===== config.mk =====
export PLATFORM = sky130hd
export DESIGN_NAME = hour_keeper
export DESIGN_NICKNAME = d
export VERILOG_FILES = /design/src/rtl/hk_pkg.sv /design/src/rtl/hk_incr.sv /design/src/rtl/hk_convert.sv /design/src/rtl/hour_keeper.sv
export SDC_FILE = /design/constraint.sdc
export NUM_CORES = 1
export LEC_CHECK = 0
export BUFFER_PORTS_ARGS = -buffer_cell sky130_fd_sc_hd__buf_2
export CAP_MARGIN = 10
export CORE_ASPECT_RATIO = 2
export CORE_UTILIZATION = 29
export CTS_CLUSTER_SIZE = 16
export DETAILED_ROUTE_END_ITERATION = 16
export GPL_TIMING_DRIVEN = 0
export PLACE_DENSITY = 0.51
export SLEW_MARGIN = 40
export SYNTH_ARGS = -nofsm -noshare
export SYNTH_HDL_FRONTEND = slang
export SYNTH_SLANG_ARGS = --single-unit

===== constraint.sdc =====
create_clock -name clk -period 8 [get_ports clk]
set_input_delay 1.6 -clock clk [delete_from_list [all_inputs] [get_ports clk]]
set_output_delay 1.6 -clock clk [all_outputs]
set_load 0.1 [all_outputs]

===== src/rtl/hk_pkg.sv =====
package hk_pkg;
  localparam int HR_W   = 8;
  localparam int BCD_W  = 6;
  localparam int BIN_W  = 5;
  localparam int PM_BIT = HR_W - 1;

  function automatic logic [BIN_W-1:0] bcd_to_bin(input logic [BCD_W-1:0] b);
    return BIN_W'(b[5:4]) * BIN_W'(10) + BIN_W'(b[3:0]);
  endfunction

  function automatic logic [BCD_W-1:0] bin_to_bcd(input logic [BIN_W-1:0] v);
    logic [1:0] tens;
    tens = (v >= BIN_W'(20)) ? 2'd2 : (v >= BIN_W'(10)) ? 2'd1 : 2'd0;
    return {tens, 4'(v - BIN_W'(tens) * BIN_W'(10))};
  endfunction

  // Register image to hour of day 0..23.
  function automatic logic [BIN_W-1:0] hour_of_day(input logic [HR_W-1:0] r, input logic m12);
    logic [BIN_W-1:0] h;
    h = bcd_to_bin(r[BCD_W-1:0]);
    if (!m12) return h;
    if (h == BIN_W'(12)) return r[PM_BIT] ? BIN_W'(12) : BIN_W'(0);
    return r[PM_BIT] ? h + BIN_W'(12) : h;
  endfunction

  // Hour of day 0..23 to register image.
  function automatic logic [HR_W-1:0] hour_image(input logic [BIN_W-1:0] d, input logic m12);
    logic [BIN_W-1:0] h;
    logic             pm;
    if (!m12) return {2'b00, bin_to_bcd(d)};
    pm = (d >= BIN_W'(12));
    h  = pm ? d - BIN_W'(12) : d;
    if (h == '0) h = BIN_W'(12);
    return {pm, 1'b0, bin_to_bcd(h)};
  endfunction
endpackage


===== src/rtl/hk_incr.sv =====
module hk_incr
  import hk_pkg::*;
(
  input  logic [HR_W-1:0] cur,
  input  logic            m12,
  output logic [HR_W-1:0] nxt,
  output logic            wrap
);
  logic [BCD_W-1:0] low;
  logic             pm;

  assign low = cur[BCD_W-1:0];
  assign pm  = cur[PM_BIT];

  always_comb begin
    wrap = 1'b0;
    nxt  = cur;
    if (!m12) begin
      if (low == 6'h23) begin
        nxt  = '0;
        wrap = 1'b1;
      end else if (low[3:0] == 4'd9) begin
        nxt = {2'b00, low[5:4] + 2'd1, 4'd0};
      end else begin
        nxt = {2'b00, low[5:4], low[3:0] + 4'd1};
      end
    end else begin
      if (low == 6'h12) begin
        nxt = {pm, 1'b0, 6'h01};
      end else if (low == 6'h11) begin
        nxt  = {~pm, 1'b0, 6'h12};
        wrap = pm;
      end else if (low[3:0] == 4'd9) begin
        nxt = {pm, 1'b0, 6'h10};
      end else begin
        nxt = {pm, 1'b0, low[5:4], low[3:0] + 4'd1};
      end
    end
  end
endmodule


===== src/rtl/hk_convert.sv =====
module hk_convert
  import hk_pkg::*;
(
  input  logic [HR_W-1:0] cur,
  input  logic            from12,
  input  logic            to12,
  output logic [HR_W-1:0] nxt
);
  always_comb begin
    if (from12 == to12) nxt = cur;
    else                nxt = hour_image(hour_of_day(cur, from12), to12);
  end
endmodule


===== src/rtl/hour_keeper.sv =====
module hour_keeper
  import hk_pkg::*;
(
  input  logic            clk,
  input  logic            rst_n,
  input  logic            inc,
  input  logic            wr_en,
  input  logic [HR_W-1:0] wr_data,
  input  logic            ctl_wr,
  input  logic            ctl_fmt12,
  output logic [HR_W-1:0] rd_data,
  output logic            fmt_12h,
  output logic            day_carry
);
  logic            fmt_q, carry_q;
  logic [HR_W-1:0] hr_q;
  logic            fmt_next, fmt_flip, inc_wrap;
  logic [HR_W-1:0] inc_val, stepped, conv_val, load_val;

  assign fmt_next = ctl_wr ? ctl_fmt12 : fmt_q;
  assign fmt_flip = fmt_next != fmt_q;

  hk_incr u_incr (.cur(hr_q), .m12(fmt_q), .nxt(inc_val), .wrap(inc_wrap));

  assign stepped = inc ? inc_val : hr_q;

  hk_convert u_conv (.cur(stepped), .from12(fmt_q), .to12(fmt_next), .nxt(conv_val));

  assign load_val = fmt_next ? wr_data : {1'b0, wr_data[HR_W-2:0]};

  always_ff @(posedge clk) begin
    if (!rst_n) begin
      fmt_q   <= 1'b0;
      hr_q    <= '0;
      carry_q <= 1'b0;
    end else begin
      fmt_q   <= fmt_next;
      hr_q    <= wr_en ? load_val : conv_val;
      carry_q <= inc && !wr_en && inc_wrap;
    end
  end

  assign rd_data   = hr_q;
  assign fmt_12h   = fmt_q;
  assign day_carry = carry_q;
endmodule


Word-level counts from Yosys, hierarchy flattened
Cells that the tools add are included.
{"block": "classes", "addsub": 7, "mul": 3, "n_div": 0, "magnitude_cmp": 5, "n_eq_ne": 7, "shifts": 0, "n_mux": 39, "bitwise_logic": 1, "n_reduce_logical": 4}
{"operator": "two-way mux 8 bit", "n": 10}
{"operator": "two-way mux 5 bit", "n": 10}
{"operator": ">= comparator 5 x 4 -> 1 bit, second input constant", "n": 3}
{"operator": "two-way mux 1 bit", "n": 14}
{"operator": "equality test 6 x 5 -> 1 bit, second input constant", "n": 2}
{"operator": "two-way mux 6 bit", "n": 2}
{"operator": ">= comparator 5 bit, second input constant", "n": 2}
{"operator": "subtractor 4 bit", "n": 2}
{"operator": "equality test 6 bit, second input constant", "n": 1}
{"operator": "multiplier 2 x 3 -> 3 bit, second input constant", "n": 2}
{"operator": "adder 5 x 4 -> 5 bit", "n": 1}
{"operator": "adder 5 x 4 -> 5 bit, second input constant", "n": 1}
{"operator": "equality test 5 x 4 -> 1 bit, second input constant", "n": 1}
{"operator": "logical NOT 5 bit", "n": 1}
{"operator": "subtractor 5 x 4 -> 5 bit, second input constant", "n": 1}
{"operator": "adder 4 x 1 -> 4 bit, second input constant", "n": 1}
{"operator": "equality test 4 bit, second input constant", "n": 1}
{"operator": "multiplier 2 x 3 -> 4 bit, second input constant", "n": 1}
{"operator": "two-way mux 2 bit", "n": 2}
{"operator": "two-way mux 4 bit", "n": 1}
{"operator": "inequality test 3 bit, second input constant", "n": 1}
{"operator": "adder 2 x 1 -> 2 bit, second input constant", "n": 1}
{"operator": "logical AND 1 bit", "n": 2}
{"operator": "equality test 1 bit", "n": 1}
{"operator": "2 further kinds", "n": 2}
{"block": "word_totals", "reg_bits": 10, "latch_bits": 0, "ramBits": 0, "mem_bits_ro": 0, "in_bits": 14, "word_cells": 70, "memories": 0}

Depth between registers and ports, before layout
Gate-level depths: netlist of the first run.
{"block": "depth", "depth_word": 29, "depth_mapped": 30, "ltp_nobuf": 28}

By module
From an unflattened synthesis of the first run, not the netlist that was laid out.
{"block": "unflattened", "cells_unflattened": 228, "hier_area_um2": 1796.7}
{"module": "hk_convert", "instances": 1, "cells_each": 143, "area_each_um2": 1002.2}
{"module": "hour_keeper", "instances": 1, "cells_each": 42, "area_each_um2": 510.5}
{"module": "hk_incr", "instances": 1, "cells_each": 43, "area_each_um2": 284.0}

Worst setup path after synthesis of the first run
OpenSTA, ideal clock, no wires.
{"block": "synth_timing", "kind": "input to register", "start": "input port inc", "end": "register hr_q[3] (netlist: rd_data[3])", "arrival_ps": 5911, "required_time_ps": 7875, "setup_slack_ps": 1964, "path_stages": 26, "path_cell_list": "clkbuf_1 > nor2b_1 > o21ai_0 > o21ai_0 > nand2_1 > o31ai_1 > ha_1 > xnor2_1 > xnor2_1 > ha_1 > nand4_1 > mux2i_1 > mux2i_1 > or2_1 > buf_6 > buf_6 > o21ai_2 > a21oi_1 > a21oi_1 > ha_1 > inv_1 > ha_1 > mux2_2 > o221a_2 > o311ai_0 > nor2_1"}
{"block": "synth_between", "elab_chain_len": 24}
{"item": "from (decl)", "line": "hour_keeper.sv:6", "text": "input logic inc,"}
{"item": "two-way mux 8 bit *", "line": "hour_keeper.sv:25", "text": "assign stepped = inc ? inc_val : hr_q;"}
{"item": "branches (longest 21 deep; another with adder 5 x 4 -> 5 bit)"}
{"item": "two-way mux 8 bit *", "line": "hk_convert.sv:10", "text": "if (from12 == to12) nxt = cur;"}
{"item": "two-way mux 8 bit *", "line": "hour_keeper.sv:38", "text": "hr_q <= wr_en ? load_val : conv_val;"}
{"item": "to (signal assigned)", "line": "hour_keeper.sv:38"}
{"item": "to (decl)", "line": "hour_keeper.sv:16", "text": "logic [HR_W-1:0] hr_q;"}
Mark *: on every way between the ends. The select of a mux whose other input is x is not followed.
A chain may end at the register's enable or synchronous reset.

Worst setup path after layout of the first run
Ends and elaborated chain as after synthesis.

==> results.md, run 1 <==
* Compound-Gate Fraction of Synth Area at 0.292
* Post-Place Worst Slack at 0.850 ns
* Rows at 39
* DR vias/cell at 5.62
* Cell mode on critical path: ha_1
* Dpl cells at 314
* Adder-Cell Fraction of Synth Area at 0.0982
* Sequential Area at 200 um2
* RSZ-0062 raised after global routing: no
* CTS Buf Count at 3
* CTS tree: built
* Top cells by area, synth: dfxtp_1, ha_1, nand2_1, a21oi_1, nor2_1
* Max Slew Vio Count at 0
* CTS hold repair buffers at 0
* Register area share after synthesis at 0.116
* Routed Antenna Nets at 0
* PwrDens at 243 nW/um2
* Worst path arrival time at 6.98 ns
* DR vias at 1,786
* Utilization after layout at 0.350
* Area growth syn-to-layout at 16.2%
* Worst Setup Start Kind: input pin
* Routed wire length per instance at 16.7 um
* Die W at 56.7 um
* Share of cells above drive strength 1 at 0.265
* Core area at 5760 um2
* Synth top cells by count: nand2_1, nor2_1, a21oi_1
* Failing checks: design-rule violations
* Initial Utilization at 0.301
* Worst hold path type: flip-flop to flip-flop
* Largest net degree at the start of global routing at 11
* Endpoint class of the critical path: flip-flop
* Worst-path maximum fanout at 10
* Total Die Area at 6310 um2
* Skew final at 0.000919 ns
* Synth Area in XOR/XNOR at 0.0354
* Top FF cell, synth: dfxtp_1
* Finish-stage setup viols at 0
* Yosys cell types at 65
* ANT cells at 0
* HP Start: rd_data[6]
* First-pass GRT wire length at 8.78 mm
* Slew HR at 0.585
* GRT overflow at 0
* Status: finished with violations
* Total Power at 0.489 mW
* Initial antenna violation count at 0
* Synth Register Bits at 10
* Leakage at 0.859 nW
* Setup TNS at 0 ns
* Slowest CP cell: o31ai_1
* Post-CTS sizing at 0
* Final #Nets at 285
* Clock slew at reported path FFs at 0.04 ns
* Count leader, synth: nand2_1
* Worst hold margin at 0.647 ns
* Final Hold Violating Endpoints at 0
* WP data required at 8.11 ns
* H-tree depth at 1
* Post-Syn Instances at 230
* Clock sinks at 10
* Fin cells at 318
* Final Cycle Share at 0.859
* Yosys top cell area share at 0.116
* Vias in the first global route at 1,823
* Die Span Y at 111 um
* Synth Warn # at 0
* Setup WS post-layout at 1.13 ns
* Post-synth EDFFs at 0
* Pre-antenna DRT Iters at 10
* HPWL Detailed at 4.41 mm
* GP Congestion at 0.899
* Max Cap Violations at 0
* Shortest period the worst path allows at 6.87 ns
* Clock Path Buffers at 2
* Clk root buf: clkbuf_16
* Worst r2r src: rd_data[5]
* Final instance area at 2010 um2
* # IOs at 24
* Filler instances at 636
* Async S/R FF share, synth at 0
* Worst-skew pair later-pin latency at 0.24 ns
* Synthesized area per cell at 7.53 um2
* Routed WL at 5.30 mm
* DR DRC count at 2
* Multi-input gate area in the final layout at 1360 um2
* Mux cell area share after synthesis at 0.0599
* Post CTS Setup Buffer Count at 0
* Total GRT Usage at 0.179
* Cell taking the most area after synthesis: dfxtp_1
* Post-Synth Simple-Gate Area at 0.297
* Main combinational cell family by area after synthesis: simple AND/OR/NAND/NOR gates
* Peak VDD IR at 0.0661 mV
* Post-DP Area at 1920 um2
* Largest stage delay on the critical path at 0.47 ns
* Achievable Freq at 0.146 GHz
* Synthesized area at 1730 um2
* Crit Path Category: input pin to flip-flop
* Iteration-0 DRC Markers at 88
* Worst Setup SP: inc
* Slew @ Worst Pin at 0.616 ns
* PortBufs at 23
* Net Count, Synth at 257
==> sequential cells by signal, summed over array words and instances, names as in the netlist <==
name	cells
day_carry	1
fmt_12h	1
rd_data	8
==> metal layers <==
layer  routed length (um)  global-route usage  vias up
met5                    0                   0        -
met4                  283               0.110        0
met3                  105              0.0198       20
met2                 3010               0.350       33
met1                 1900               0.169      834
li1                     -                   -      899
==> worst paths after layout <==
kind                              endpoint  slack [ns]  cells after the start
worst max-delay path            rd_data[3]        1.13                     25
worst min-delay path            rd_data[6]        0.65                      3
worst max register to register  rd_data[3]        2.08                     27
worst min register to register  rd_data[6]        0.65                      3
==> report_power, final <==
group,switching (mW),leakage (nW),internal (mW)
registers,0.00559,0.0826,0.0543
logic,0.199,0.732,0.131
clock network,0.0236,0.0442,0.0751
total,0.229,0.859,0.260
==> logic make-up (layout without fill, tap and decap cells) <==
group / Yosys count / in the layout
buf+inv: 26 / 53
xor+xnor: 7 / 7
fa+ha+maj: 13 / 13
compound gates: 72 / 72
simple gates: 92 / 92
mux: 10 / 10
flops: 10 / 10
==> cell type report <==
cell class                 count  share of cell area
inverter                      14              0.0261
sequential                    10              0.0994
multi-input combinational    194               0.673
clock buffer                   4              0.0441
tap                           61              0.0379
buffer                        12              0.0622
timing repair buffer          23              0.0572
==> critical path, delay by kind of cell <==
family | cells | cell delay, ns
multiplexers | 3 | 1.12
AND/OR/NAND/NOR | 4 | 0.52
adder cells (fa/ha/maj) | 4 | 1.00
buffers and inverters | 5 | 0.82
XOR/XNOR | 2 | 0.41
AO/OA/AOI/OAI | 7 | 1.50
==> cell usage in the layout (no fill, tap or decap), types with 2 or more instances in the layout <==
cell type	n
and2_2	2
inv_1	13
o211ai_1	3
ha_1	12
nand4b_1	2
dfxtp_1	10
nand4_1	3
clkbuf_8	5
o21ai_0	14
nand2_1	25
nand3_1	3
a21o_1	2
buf_6	5
nor3_2	2
o2111ai_1	2
o221a_2	3
o22ai_1	4
nor2_1	22
nor3_1	7
nand2b_1	2
o21a_1	3
o31ai_1	2
buf_2	25
a21oi_1	18
xor2_1	2
or2b_2	4
mux2_2	3
xnor2_1	5
a211oi_1	5
or4_1	2
mux2i_1	7
clkbuf_16	3
nor2b_1	2
a21boi_0	3
No activity file was read; power rests on OpenSTA's default activity.
==> run 2, diff against run 1 <==
- CORE_UTILIZATION: 29 -> 60
- PLACE_DENSITY: 0.51 -> 0.88
==> run 2 against run 1 <==
Compared with the run above:
- critical endpoint unchanged
- global-route usage is 14 points higher
- fmax grew 0.65%
- worst hold slack improved by 0.021 ns
- die area down 51%
- critical path depth is the same
- clock-buffer cell count down 1
- final area down 4.4%
- the flow now finishes without violations
- critical path type unchanged
- sequential cell count unchanged
- total power down 11%
==> results.md, run 2 (synthesis results as in run 1) <==
* Status: complete, no violations
* Max Slew Vio Count at 0
* CTS tree: built
* Shortest period the worst path allows at 6.83 ns
* Die W at 40 um
* Area growth syn-to-layout at 11.1%
* CTS Buf Count at 3
* Routed wire length per instance at 16.4 um
* Multi-input gate area in the final layout at 1360 um2
* Worst path arrival time at 6.93 ns
* Routed WL at 4.67 mm
* RSZ-0062 raised after global routing: no
* Iteration-0 DRC Markers at 45
* Clock sinks at 10
* Reg-to-Reg End: rd_data[3]
* Worst hold path type: flip-flop to flip-flop
* PortBufs at 23
* Post CTS Setup Buffer Count at 0
* Post-CTS sizing at 0
* Total GRT Usage at 0.323
* Filler instances at 235
* Total Die Area at 3120 um2
* Worst Setup Start Kind: input pin
* Leakage at 0.836 nW
* Slew HR at 0.620
* Crit Path Category: input pin to flip-flop
* Worst r2r src: rd_data[5]
* Final Cycle Share at 0.853
* Sequential Area at 200 um2
* CTS hold repair buffers at 0
* Most frequent cells in the layout: nand2_1, buf_2, nor2_1
* H-tree depth at 1
* WP data required at 8.11 ns
* Reg-to-reg slack, setup at 2.06 ns
* ANT cells at 0
* Skew final at 0.000373 ns
* Post-Place Worst Slack at 1.01 ns
* HPWL Detailed at 3.87 mm
* Endpoint class of the critical path: flip-flop
* Worst Setup SP: inc
* Core area at 2740 um2
* Worst-skew pair later-pin latency at 0.23 ns
* DR vias at 1,817
* Pre-antenna DRT Iters at 4
* Largest net degree at the start of global routing at 11
* Initial antenna violation count at 0
* GP Congestion at 0.902
* Slew @ Worst Pin at 0.564 ns
* Worst reg-to-reg path cell count at 28
* Clock slew at reported path FFs at 0.04 ns
* Vias in the first global route at 1,684
* Max FFs per register at 8
* Clock Path Buffers at 2
* DR DRC count at 0
* GRT overflow at 0
* Setup TNS at 0 ns
* Achievable Freq at 0.146 GHz
* Peak VDD IR at 0.127 mV
* PwrDens at 226 nW/um2
* Final #Nets at 285
* Initial Utilization at 0.633
* Die Span Y at 78 um
* Clk root buf: clkbuf_8
* First-pass GRT wire length at 7.20 mm
* Routed Antenna Nets at 0
* Max Cap Violations at 0
* Share of cells above drive strength 1 at 0.262
* Setup WS post-layout at 1.17 ns
* Worst-path maximum fanout at 10
* Final Hold Violating Endpoints at 0
* Worst setup path end: rd_data[3]
* DR vias/cell at 6.38
* # IOs at 24
* Finish-stage setup viols at 0
* Rows at 27
## run 2: cell types whose count changed in the layout (fill, tap and decap cells not counted), sizes merged
cell / previous run / this run
clkbuf: 9 / 8
## run 2: report_power, final
group	internal (mW)	total [mW]	leakage (nW)	switching [mW]
combinational	0.131	0.324	0.732	0.193
clock	0.0328	0.0506	0.0216	0.0178
sequential	0.0542	0.0599	0.0826	0.00566
total	0.218	0.435	0.836	0.217
## run 2: critical path: stages
cell	delay, ns
buf_2	0.14
clkbuf_1	0.36
nor2b_1	0.18
o21ai_0	0.16
o31ai_1	0.42
ha_1	0.32
xnor2_1	0.23
xnor2_1	0.21
ha_1	0.28
nand4_1	0.10
mux2i_1	0.40
mux2i_1	0.35
or2_1	0.16
buf_6	0.12
buf_6	0.13
o21ai_2	0.07
a21oi_1	0.17
a21oi_1	0.08
ha_1	0.19
inv_1	0.06
ha_1	0.21
mux2_2	0.35
o221a_2	0.24
o311ai_0	0.30
nor2_1	0.10
## run 2: layer usage
metal,global-route usage,share of wire,wire (um),vias up
met5,0,0,0,-
met4,0.176,0.046,214,0
met3,0.0143,0.019,87,21
met2,0.610,0.58,2690,54
met1,0.300,0.36,1680,844
li1,-,-,-,898
## run 2: final cells by class
class                   instances  area share
flip-flops and latches         10       0.104
well taps                      29      0.0188
plain buffers                  12      0.0650
multi-input cells             194       0.704
repair buffers                 23      0.0598
inverters                      14      0.0273
clock buffers                   3      0.0214
## run 2: worst min path at each step
stage | endpoint | cells after the start | startpoint | slack [ns]
floorplan | rd_data[1] | 4 | rd_data[1] | 1.07
global placement | rd_data[6] | 3 | rd_data[6] | 0.61
detailed placement | rd_data[6] | 3 | rd_data[6] | 0.64
CTS | rd_data[6] | 3 | rd_data[6] | 0.64
global route | rd_data[6] | 3 | rd_data[6] | 0.69
finish | rd_data[6] | 3 | rd_data[6] | 0.67
## run 2: through the flow
stage	utilization	hold slack [ns]	instance area (um2)	instances	total power [mW]
2_1_floorplan	-	1.07	1730	230	0.320
4_1_cts	0.704	0.645	1930	285	0.433
3_5_place_dp	0.689	0.637	1880	282	0.382
6_report	0.704	0.668	1930	285	0.435
5_1_grt	0.704	0.695	1930	285	0.472
3_3_place_gp	0.689	0.613	1880	282	0.374
